File: config.mk
export PLATFORM = sky130hd
export DESIGN_NAME = fsync_detector
export DESIGN_NICKNAME = d
export VERILOG_FILES = /design/src/rtl/fsd_pkg.sv /design/src/rtl/fsd_window.sv /design/src/rtl/fsd_scorer.sv /design/src/rtl/fsd_decide.sv /design/src/rtl/fsync_detector.sv
export SDC_FILE = /design/constraint.sdc
export NUM_CORES = 1
export LEC_CHECK = 0
export ABC_CLOCK_PERIOD_IN_PS = 6650
export CAP_MARGIN = 40
export CORE_AREA = 2 2 135 124
export CTS_CLUSTER_DIAMETER = 50
export CTS_CLUSTER_SIZE = 24
export DETAILED_ROUTE_END_ITERATION = 8
export DIE_AREA = 0 0 137 126
export GPL_TIMING_DRIVEN = 0
export PLACE_DENSITY = 0.75
export SLEW_MARGIN = 20
export SYNTH_ARGS = -nofsm -noshare
export SYNTH_HDL_FRONTEND = slang
export SYNTH_SLANG_ARGS = --single-unit
File: constraint.sdc
create_clock -name clk -period 6.65 [get_ports clk]
set_input_delay 1.6625 -clock clk [delete_from_list [all_inputs] [get_ports clk]]
set_output_delay 1.6625 -clock clk [all_outputs]
set_load 0.005 [all_outputs]
File: src/rtl/fsd_pkg.sv
package fsd_pkg;

   typedef logic [1:0] sym_code_t;
   typedef logic [1:0] level_t;

   // code -> level index, 0 = +3 ... 3 = -3
   function automatic level_t code_to_level(input sym_code_t c);
      return {c[1], ~(c[1] ^ c[0])};
   endfunction

   function automatic logic [1:0] level_gap(input level_t a, input level_t b);
      return (a > b) ? (a - b) : (b - a);
   endfunction

endpackage

File: src/rtl/fsd_window.sv
module fsd_window
   import fsd_pkg::*;
#(
   parameter int SYM_LEN = 24,
   localparam int WIN_W  = 2 * SYM_LEN,
   localparam int FILL_W = $clog2(SYM_LEN + 1)
) (
   input  logic             clk,
   input  logic             rst_n,
   input  logic             rx_en,
   input  logic             sym_valid,
   input  sym_code_t        sym_code,
   output logic [WIN_W-1:0] win,
   output logic             full,
   output logic             step
);

   logic [FILL_W-1:0] fill_q;

   always_ff @(posedge clk) begin
      if (!rst_n || !rx_en) begin
         win    <= '0;
         fill_q <= '0;
         step   <= 1'b0;
      end else begin
         step <= sym_valid;
         if (sym_valid) begin
            win <= {sym_code, win[WIN_W-1:2]};
            if (fill_q != FILL_W'(SYM_LEN))
               fill_q <= fill_q + FILL_W'(1);
         end
      end
   end

   assign full = (fill_q == FILL_W'(SYM_LEN));

   assert_fill_bound_R6: assert property (@(posedge clk) disable iff (!rst_n)
      fill_q <= FILL_W'(SYM_LEN));

   assert_fill_step_R6: assert property (@(posedge clk) disable iff (!rst_n)
      (fill_q != $past(fill_q)) |-> (fill_q == '0 || fill_q == $past(fill_q) + FILL_W'(1)));

   assert_idle_hold_R9: assert property (@(posedge clk) disable iff (!rst_n)
      (rx_en && !sym_valid) |=> $stable(win));

endmodule

File: src/rtl/fsd_scorer.sv
module fsd_scorer
   import fsd_pkg::*;
#(
   parameter int SYM_LEN = 24,
   localparam int WIN_W   = 2 * SYM_LEN,
   localparam int SCORE_W = $clog2(3 * SYM_LEN + 1)
) (
   input  logic [WIN_W-1:0]   win,
   input  logic [WIN_W-1:0]   pat,
   output logic [SCORE_W-1:0] total
);

   logic [1:0] gap [SYM_LEN];

   for (genvar p = 0; p < SYM_LEN; p++) begin : g_pos
      assign gap[p] = level_gap(code_to_level(win[2*p +: 2]),
                                code_to_level(pat[2*p +: 2]));
   end

   always_comb begin
      total = '0;
      for (int p = 0; p < SYM_LEN; p++)
         total = total + SCORE_W'(gap[p]);
   end

endmodule

File: src/rtl/fsd_decide.sv
module fsd_decide #(
   parameter int SCORE_W = 7
) (
   input  logic               clk,
   input  logic               rst_n,
   input  logic               rx_en,
   input  logic               step,
   input  logic               full,
   input  logic [1:0]         tol_code,
   input  logic [SCORE_W-1:0] total,
   output logic               detect,
   output logic [SCORE_W-1:0] score
);

   logic [SCORE_W-1:0] limit;

   assign limit = SCORE_W'({tol_code, 1'b0});   // 0/2/4/6

   always_ff @(posedge clk) begin
      if (!rst_n || !rx_en) begin
         detect <= 1'b0;
         score  <= '0;
      end else begin
         detect <= step && full && (total <= limit);
         if (step)
            score <= total;
      end
   end

   assert_idle_quiet_R7: assert property (@(posedge clk) disable iff (!rst_n)
      !rx_en |=> (!detect && score == '0));

   assert_detect_limit_R3: assert property (@(posedge clk) disable iff (!rst_n)
      detect |-> (score <= SCORE_W'(6)));

   assert_pulse_origin_R5: assert property (@(posedge clk) disable iff (!rst_n)
      detect |-> $past(step));

endmodule

File: src/rtl/fsync_detector.sv
module fsync_detector
   import fsd_pkg::*;
#(
   parameter int SYM_LEN = 24,
   localparam int WIN_W   = 2 * SYM_LEN,
   localparam int SCORE_W = $clog2(3 * SYM_LEN + 1)
) (
   input  logic               clk,
   input  logic               rst_n,
   input  logic               rx_en,
   input  logic               sym_valid,
   input  logic [1:0]         sym_code,
   input  logic               tol_wr,
   input  logic [1:0]         tol_sel,
   input  logic               pat_load,
   input  logic [WIN_W-1:0]   pat_data,
   output logic               detect,
   output logic [SCORE_W-1:0] score
);

   initial begin
      assert (SYM_LEN >= 4 && SYM_LEN <= 256)
         else $error("fsync_detector: SYM_LEN out of range");
   end

   logic [1:0]         tol_q;
   logic [WIN_W-1:0]   pat_q;
   logic [WIN_W-1:0]   win;
   logic               full;
   logic               step;
   logic [SCORE_W-1:0] total;

   always_ff @(posedge clk) begin
      if (!rst_n) begin
         tol_q <= 2'b10;   // limit 4 by default
         pat_q <= '0;
      end else begin
         if (tol_wr)
            tol_q <= tol_sel;
         if (pat_load)
            pat_q <= pat_data;
      end
   end

   fsd_window #(.SYM_LEN(SYM_LEN)) u_window (
      .clk       (clk),
      .rst_n     (rst_n),
      .rx_en     (rx_en),
      .sym_valid (sym_valid),
      .sym_code  (sym_code),
      .win       (win),
      .full      (full),
      .step      (step)
   );

   fsd_scorer #(.SYM_LEN(SYM_LEN)) u_scorer (
      .win   (win),
      .pat   (pat_q),
      .total (total)
   );

   fsd_decide #(.SCORE_W(SCORE_W)) u_decide (
      .clk      (clk),
      .rst_n    (rst_n),
      .rx_en    (rx_en),
      .step     (step),
      .full     (full),
      .tol_code (tol_q),
      .total    (total),
      .detect   (detect),
      .score    (score)
   );

   assert_score_max_R2: assert property (@(posedge clk) disable iff (!rst_n)
      score <= SCORE_W'(3 * SYM_LEN));

   assert_hold_no_sym_R9: assert property (@(posedge clk) disable iff (!rst_n)
      (rx_en && !step) |=> $stable(score));

endmodule

# --- Word-level counts from Yosys, hierarchy flattened ---
# Cells that the tools add are included.
word_totals:
  reg_bits: 112
  wordCells: 232
op_classes:
  addsub: 72
  n_lt_le_gt_ge: 25
  reduce_logical: 6
  n_mux: 24
  bitwise_logic: 96
  eq_ne: 2
op_table:
  columns: ["operator", "count"]
  rows:
  - ["7-bit by 2-bit adder with 7-bit output", 22]
  - ["2-bit subtractor", 48]
  - ["2-bit > comparator", 24]
  - ["2-bit two-way mux", 24]
  - ["1-bit inverter", 48]
  - ["1-bit XOR", 48]
  - ["7-bit by 3-bit <= comparator with 1-bit output", 1]
  - ["5-bit by 1-bit adder with 5-bit output, second input constant", 1]
  - ["5-bit equality test, second input constant", 1]
  - ["5-bit != test, second input constant", 1]
  - ["2-bit by 2-bit adder with 3-bit output", 1]
  - ["1-bit logical AND", 2]
  - ["1-bit logical NOT", 2]
  - ["2-bit AND reduction", 1]
  - ["1-bit logical OR", 1]

# --- Logic depth before layout (Yosys ltp) ---
# Gate-level depths: netlist (run 1).
logic_depth:
  depth_word: 29
  ltp_mapped: 26
  mapped_depth_nobuf: 26

# --- By module ---
# Synthesis (run 1) repeated with hierarchy kept, for this count alone.
hier_totals:
  cells_unflattened: 862
  area_unflattened_um2: 8350.5
modules_own_cells:
  columns: ["module", "seq_area_each_um2", "area_each_um2", "cells_per_inst", "instances"]
  rows:
  - ["fsd_scorer", 0.0, 4137.7, 481, 1]
  - ["fsd_window", 1081.0, 1949.4, 186, 1]
  - ["fsync_detector", 1001.0, 1913.1, 161, 1]
  - ["fsd_decide", 160.2, 350.3, 34, 1]

# --- Least setup slack after synthesis (run 1) ---
# Ideal clock, no wire load.
synth_timing:
  path_type: "register to register"
  start: "register pat_q[3]"
  end: "register u_decide.detect"
  stages_incl_launch_ff: 27
  period_less_slack_ps: 6957
  t_arrival_ps: 6897
  slack_ps: -307
  required_time_ps: 6590
  path_cell_list: "dfxtp_1 -> xor2_1 -> inv_1 -> ha_1 -> fa_1 -> o21ai_0 -> o211ai_1 -> o21ai_0 -> o31ai_1 -> fa_1 -> fa_1 -> fa_1 -> fa_1 -> fa_1 -> fa_1 -> inv_1 -> fa_1 -> inv_1 -> ha_1 -> inv_1 -> fa_1 -> inv_1 -> ha_1 -> nor2b_1 -> o22ai_1 -> nor4b_4 -> o2111a_1"
synth_between:
  elab_chain_len: 29
  elab_cells_between_ends: 31
  cone_classes: "add/sub: 25; order compare: 2; mux: 1; bitwise: 2; reduce/logical: 1"
synth_lines:
  columns: ["item", "line_no", "source"]
  rows:
  - ["from (decl)", "fsync_detector.sv:27", "logic [WIN_W-1:0] pat_q;"]
  - ["from (signal assigned)", "fsync_detector.sv:41", "pat_q <= pat_data;"]
  - ["1-bit XOR", "fsd_pkg.sv:8", "return {c[1], ~(c[1] ^ c[0])};"]
  - ["1-bit inverter", "fsd_pkg.sv:8", null]
  - ["2-bit subtractor or 2-bit > comparator (tied branches)", "fsd_pkg.sv:12", "return (a > b) ? (a - b) : (b - a);"]
  - ["2-bit two-way mux *", "fsd_pkg.sv:12", null]
  - ["2-bit by 2-bit adder with 3-bit output *", "fsd_scorer.sv:23", "total = total + SCORE_W'(gap[p]);"]
  - ["7-bit by 2-bit adder with 7-bit output * (22 in a row)", "fsd_scorer.sv:23", null]
  - ["named net total[2]", "fsync_detector.sv:31", "logic [SCORE_W-1:0] total;"]
  - ["7-bit by 3-bit <= comparator with 1-bit output *", "fsd_decide.sv:24", "detect <= step && full && (total <= limit);"]
  - ["1-bit logical AND *", "fsd_decide.sv:24", null]
  - ["to (signal assigned)", "fsd_decide.sv:24", null]
  - ["to (decl)", "fsd_decide.sv:11", "output logic detect,"]
# Mark *: on every way through the listed nets, which the timed path passes. The rest lies on a longest branch.
# A chain may end at the register's enable or synchronous reset.

# --- Final worst setup path (run 1) ---
# Same ends and word-level chain as after synthesis.

==> results.yml, run 1 <==
timing:
  clock_skew_ns: 0.01232
  rsz0062_at_grt: "true"
  setup_viol: 2
  maxSlewViolCount: 0
  post-route-period-util: 1.080
  fmax_mhz: 139.2
  min_period_ns: 7.181
  hold_viol_final: 0
  tightest_slew_ns: 0.5818
  maxSlewHeadroom: 0.6109
  setup_ws_ns: -0.5314
cts:
  htree_levels: 3
  numCtsBuffers: 9
  insertion_delay_ns: 0.37
  path_clk_slew_ns: 0.07
  cts_tree: "done"
  clockBufferDepth: 2
  clockRootBuffer: "clkbuf_16"
  cts.sink_count: 112
  cts_hold_buf: 0
global_route:
  antenna_found_initial: 0
  grt_pass1_wl_um: 26600
  grt_usage: 0.1940
  grt_pass1_vias: 5665
  grt_max_degree: 18
  grt_overflow: 0
synth:
  synth.most_common_cell: "inv_1"
  synth_area_leaders: "dfxtp_1 27%, fa_1 16%, ha_1 13%, mux2i_1 12%, inv_1 7.6%"
  syn-num-nets: 1086
  ys.warnings.count: 0
  netlist_instances: 875
  yosysTopAreaCell: "dfxtp_1"
  synth_top_area_share: 0.2663
  syn_area_um2: 8421
  synthArstFlopShare: 0
  synth_seq_cells: 112
  avgSynthCellArea_um2: 9.624
  ys_types: 40
  yosysSeqAreaShare: 0.2663
  ys.flop_type: "dfxtp_1"
  synth_edf_count: 0
  synth_common_cells: "171 x inv_1, 112 x dfxtp_1, 102 x mux2i_1"
outcome:
  run_status: "finished with violations"
  violations: "negative setup slack"
detailed_routing:
  vias_per_cell: 4.924
  drtAntennaViolNets: 0
  wirelength_um: 15700
  dr.pass1.iters: 4
  drt-initial-drc-count: 248
  vias: 5727
  drcViolationCount: 0
  routedWlPerCell_um: 13.50
worst_setup_path:
  worst_setup_path_end_kind: "register"
  worstPathRequired_ns: 6.94
  startpoint_type: "register"
  crit_fanout: 3
  arrival_ns: 7.47
  r2r_setup_slack_ns: -0.53
  crit_type: "reg -> reg"
floorplan:
  core_area_um2: 15860
  dieWidth_um: 137
  die-area_um2: 17260
  start_util: 0.5311
  core.rowCount: 44
  num_io_pins: 66
  fp.dieH_um: 126
finish:
  post-route-cell-area_um2: 9732
  antennaDiodeCount: 0
  finalNetCount: 1162
  fill_cells: 1357
  area_growth_pct: 15.57
  drive_above_1_share: 0.07218
min_path:
  min_path_type: "reg -> reg"
flow_run:
  maxCapViolCount: 0
placement:
  placed_area_um2: 9319
  dp_hpwl_um: 12000
  port_buffers: 63
  gp_congestion: 0.7878
==> cell usage in the layout (no fill, tap or decap), types with 5 or more instances in the layout <==
cell type	instances
mux2i_1	102
nand3_1	7
ha_1	82
xnor2_1	17
nor2_1	76
inv_1	168
a211oi_1	6
clkbuf_1	11
o211ai_1	5
xor2_1	37
mux2_2	8
a21o_1	6
nand2_1	17
buf_4	7
a21oi_1	19
nor2b_1	51
o21ai_0	17
dfxtp_1	107
buf_2	7
clkbuf_16	9
fa_1	67
clkdlybuf4s50_1	63
==> area by class of cell <==
type | instances | area (um^2) | share of cell area
multi-input combinational | 568 | 5493 | 0.5644
sequential | 112 | 2251 | 0.2313
clock buffer | 12 | 246.5 | 0.02533
timing repair buffer | 65 | 645.6 | 0.06634
inverter | 171 | 641.9 | 0.06596
tap | 207 | 259.0 | 0.02661
buffer | 24 | 142.6 | 0.01466
clock inverter | 4 | 52.55 | 0.005400
==> stage by stage <==
| stage | hold WS (ns) | worst slack [ns] | cells | util | setup TNS [ns] |
|---|---|---|---|---|---|
| finish | 0.5100 | -0.5314 | 1163 | 0.6138 | -0.5876 |
| global route | 0.5416 | -0.7693 | 1163 | 0.6138 | -1.054 |
| CTS | 0.5076 | -0.4457 | 1161 | 0.6080 | -0.4457 |
| detailed placement | 0.4973 | -0.4884 | 1145 | 0.5878 | -0.4884 |
| global placement | 0.4861 | -0.4240 | 1145 | 0.5878 | -0.4240 |
| floorplan | 0.4661 | 0.0009486 | 875 | - | 0 |
==> worst max-delay path: stages (launching register included) <==
cell and delay (ns):
dfxtp_4 0.36, xor2_2 0.16, inv_1 0.06, ha_2 0.18, fa_2 0.62, a21oi_2 0.07
o21ai_2 0.18, o31ai_4 0.10, fa_1 0.50, fa_1 0.51, fa_1 0.53, fa_1 0.58
fa_1 0.44, fa_1 0.54, inv_2 0.04, fa_1 0.42, inv_1 0.07, ha_2 0.18
inv_2 0.04, fa_1 0.52, inv_2 0.06, ha_4 0.24, nor2b_4 0.12, o22ai_2 0.10
nor4b_4 0.23, o2111a_1 0.26
==> per-layer routing <==
metal | GRT usage | part of all wire | up-vias
li1 | - | - | 2888
met1 | 0.2779 | 0.49 | 2730
met2 | 0.2973 | 0.46 | 89
met3 | 0.03986 | 0.036 | 20
met4 | 0.05458 | 0.016 | 0
met5 | 0 | 0 | -
==> worst paths after layout <==
check / start / endpoint / depth (start not counted)
min: u_window.fill_q[1] / u_window.fill_q[1] / 2
max reg2reg: pat_q[3] / u_decide.detect / 25
min reg2reg: u_window.fill_q[1] / u_window.fill_q[1] / 2
max: pat_q[3] / u_decide.detect / 25
==> cells by family (layout without fill, tap and decap cells) <==
logic type	count (synthesis)	count (layout)	synth area share
flops	112	112	0.2663
fa+ha+maj	153	153	0.2880
simple gates	170	170	0.1031
buf+inv	195	276	0.09316
mux	110	110	0.1319
xor+xnor	58	58	0.06033
compound gates	77	77	0.05721
==> registers in the layout, indices dropped and copies added, names as in the netlist <==
register / count
pat_q: 48
u_window.win: 48
u_decide.score: 7
u_window.fill_q: 5
tol_q: 2
u_decide.detect: 1
u_window.step: 1
==> repair_timing <==
item,4_1_cts,5_1_grt
gates resized for setup,6,19
pin swaps,0,19
setup endpoints to repair,1,4
buffers inserted,0,2
Power of run 1 is left out: the tool's default activity adds up to more than one toggle a clock period on the data nets, which glitch-free logic cannot reach.
==> run 2, diff against run 1 <==
--- a/config.mk
+++ b/config.mk
@@ -5,15 +5,15 @@
 export SDC_FILE = /design/constraint.sdc
 export NUM_CORES = 1
 export LEC_CHECK = 0
-export ABC_CLOCK_PERIOD_IN_PS = 6650
+export ABC_CLOCK_PERIOD_IN_PS = 9200
 export CAP_MARGIN = 40
-export CORE_AREA = 2 2 135 124
+export CORE_AREA = 2 2 124 114
 export CTS_CLUSTER_DIAMETER = 50
 export CTS_CLUSTER_SIZE = 24
 export DETAILED_ROUTE_END_ITERATION = 8
-export DIE_AREA = 0 0 137 126
+export DIE_AREA = 0 0 126 116
 export GPL_TIMING_DRIVEN = 0
-export PLACE_DENSITY = 0.75
+export PLACE_DENSITY = 0.84
 export SLEW_MARGIN = 20
 export SYNTH_ARGS = -nofsm -noshare
 export SYNTH_HDL_FRONTEND = slang
==> constraint.sdc (replaced) <==
create_clock -name clk -period 9.2 [get_ports clk]
set_input_delay 2.3 -clock clk [delete_from_list [all_inputs] [get_ports clk]]
set_output_delay 2.3 -clock clk [all_outputs]
set_load 0.005 [all_outputs]
==> run 2 against run 1 <==
Against the previous run:
- the run now ends clean
- routed wire length shrank 1.9%
- utilization grew 11 points
- setup slack gained 2.1 ns
- clock-buffer cell count is the same
- global-route usage grew 3.4 points
- flip-flop and latch count is the same
- critical path depth grew 1
- register-to-register slack gained 2.1 ns
- largest cell class unchanged
==> results.yml, run 2 (same netlist as run 1, synthesis figures left out) <==
outcome:
  run_status: "completed"
detailed_routing:
  drcViolationCount: 0
  drtAntennaViolNets: 0
  vias: 5734
  drt-initial-drc-count: 187
  vias_per_cell: 5.111
  dr.pass1.iters: 5
  routedWlPerCell_um: 13.72
  wirelength_um: 15390
finish:
  top_regs: "pat_q x48, u_window.win x48, u_decide.score x7"
  final_cell_mix: "171 x inv_1, 112 x dfxtp_1, 102 x mux2i_1"
  drive_above_1_share: 0.04302
  mostFrequentLayoutCell: "inv_1"
  finalNetCount: 1160
  area_growth_pct: 13.45
cts:
  numCtsBuffers: 9
  cts_hold_buf: 0
  path_clk_slew_ns: 0.07
  clockBufferDepth: 2
  htree_levels: 3
  cts_tree: "done"
  clockRootBuffer: "clkbuf_16"
  insertion_delay_ns: 0.36
  cts_resized: 0
  cts_setup_buffers: 0
  cts.sink_count: 112
global_route:
  antenna_found_initial: 0
  grt_pass1_wl_um: 26720
  grt_usage: 0.2283
  grt_overflow: 0
  grt_max_degree: 17
  grt_pass1_vias: 5828
floorplan:
  fp.dieH_um: 116
  start_util: 0.6373
  num_io_pins: 66
  core.rowCount: 40
  dieWidth_um: 126
  core_area_um2: 13210
  die-area_um2: 14620
timing:
  maxSlewViolCount: 0
  post-route-period-util: 0.8272
  tns_ns: 0
  min_period_ns: 7.610
  hold_viol_final: 0
  tightest_slew_ns: 0.6125
  setup_viol: 0
  rsz0062_at_grt: "false"
  clock_skew_ns: 0.005103
  maxSlewHeadroom: 0.5904
  fmax_mhz: 131.4
worst_setup_path:
  reg2reg_depth: 26
  startpoint_type: "register"
  worstPathRequired_ns: 9.50
  timing.rr.start: "pat_q[3]"
  r2r_setup_slack_ns: 1.59
  crit_fanout: 4
  crit_type: "reg -> reg"
  worst_setup_path_end_kind: "register"
  arrival_ns: 7.91
  r2r_end: "u_decide.detect"
min_path:
  whs_path_depth: 2
  min_to: "u_decide.score[1]"
  worstHoldStart: "u_decide.score[1]"
  min_path_type: "reg -> reg"
placement:
  gp_congestion: 0.8123
  dp_hpwl_um: 11970
  port_buffers: 63
flow_run:
  maxCapViolCount: 0
run 2: worst max-delay path, stage by stage, from the launching register on:
cell and delay, ns:
dfxtp_1 0.42, xor2_1 0.20, inv_1 0.06, ha_1 0.19, fa_1 0.42, o21ai_0 0.18
o211ai_1 0.11, o21ai_0 0.08, o31ai_1 0.12, fa_1 0.53, fa_1 0.52, fa_1 0.56
fa_1 0.54, fa_1 0.52, fa_1 0.57, inv_1 0.07, fa_1 0.47, inv_1 0.07
ha_1 0.18, inv_1 0.06, fa_1 0.50, inv_1 0.06, ha_1 0.28, nor2b_1 0.13
o22ai_1 0.19, nor4b_4 0.24, o2111a_1 0.26
run 2: layout make-up:
class                   count  area, um^2
repair buffers             63       630.6
plain buffers              24       142.6
clock inverters             3       42.54
multi-input cells         568        5394
fillers                  1005        3660
flip-flops and latches    112        2242
clock buffers              12       246.5
inverters                 171       641.9
diodes                      1       2.502
well taps                 168       210.2
run 2: routing by layer:
metal  global-route usage  vias up  part of all wire
met4              0.06593        0             0.012
li1                     -     2895                 -
met5                    0        -                 0
met2               0.3993       86              0.50
met3              0.04709       16             0.040
met1               0.2892     2737              0.45
run 2: per-stage QoR:
step                      hold slack (ns)    util  instance area (um^2)  setup WS, ns  cells
final                              0.5050  0.7230                  9553         1.590   1122
after global routing               0.5202  0.7228                  9550         1.181   1121
after CTS                          0.5049  0.7228                  9550         1.577   1121
after detailed placement           0.4989  0.7009                  9261         1.620   1106
after global placement             0.4821  0.7009                  9261         1.773   1106
after floorplan                    0.4661       -                  8421         2.243    875
run 2: worst max path at each step:
stage | slack (ns) | depth (start not counted) | endpoint | from
2_1_floorplan | 2.24 | 26 | u_decide.detect | pat_q[3]
3_3_place_gp | 1.77 | 26 | u_decide.detect | pat_q[3]
3_5_place_dp | 1.62 | 26 | u_decide.detect | pat_q[3]
4_1_cts | 1.58 | 26 | u_decide.detect | pat_q[3]
5_1_grt | 1.18 | 26 | u_decide.detect | pat_q[3]
6_report | 1.59 | 26 | u_decide.detect | pat_q[3]
Power of run 2 is left out for the same reason.
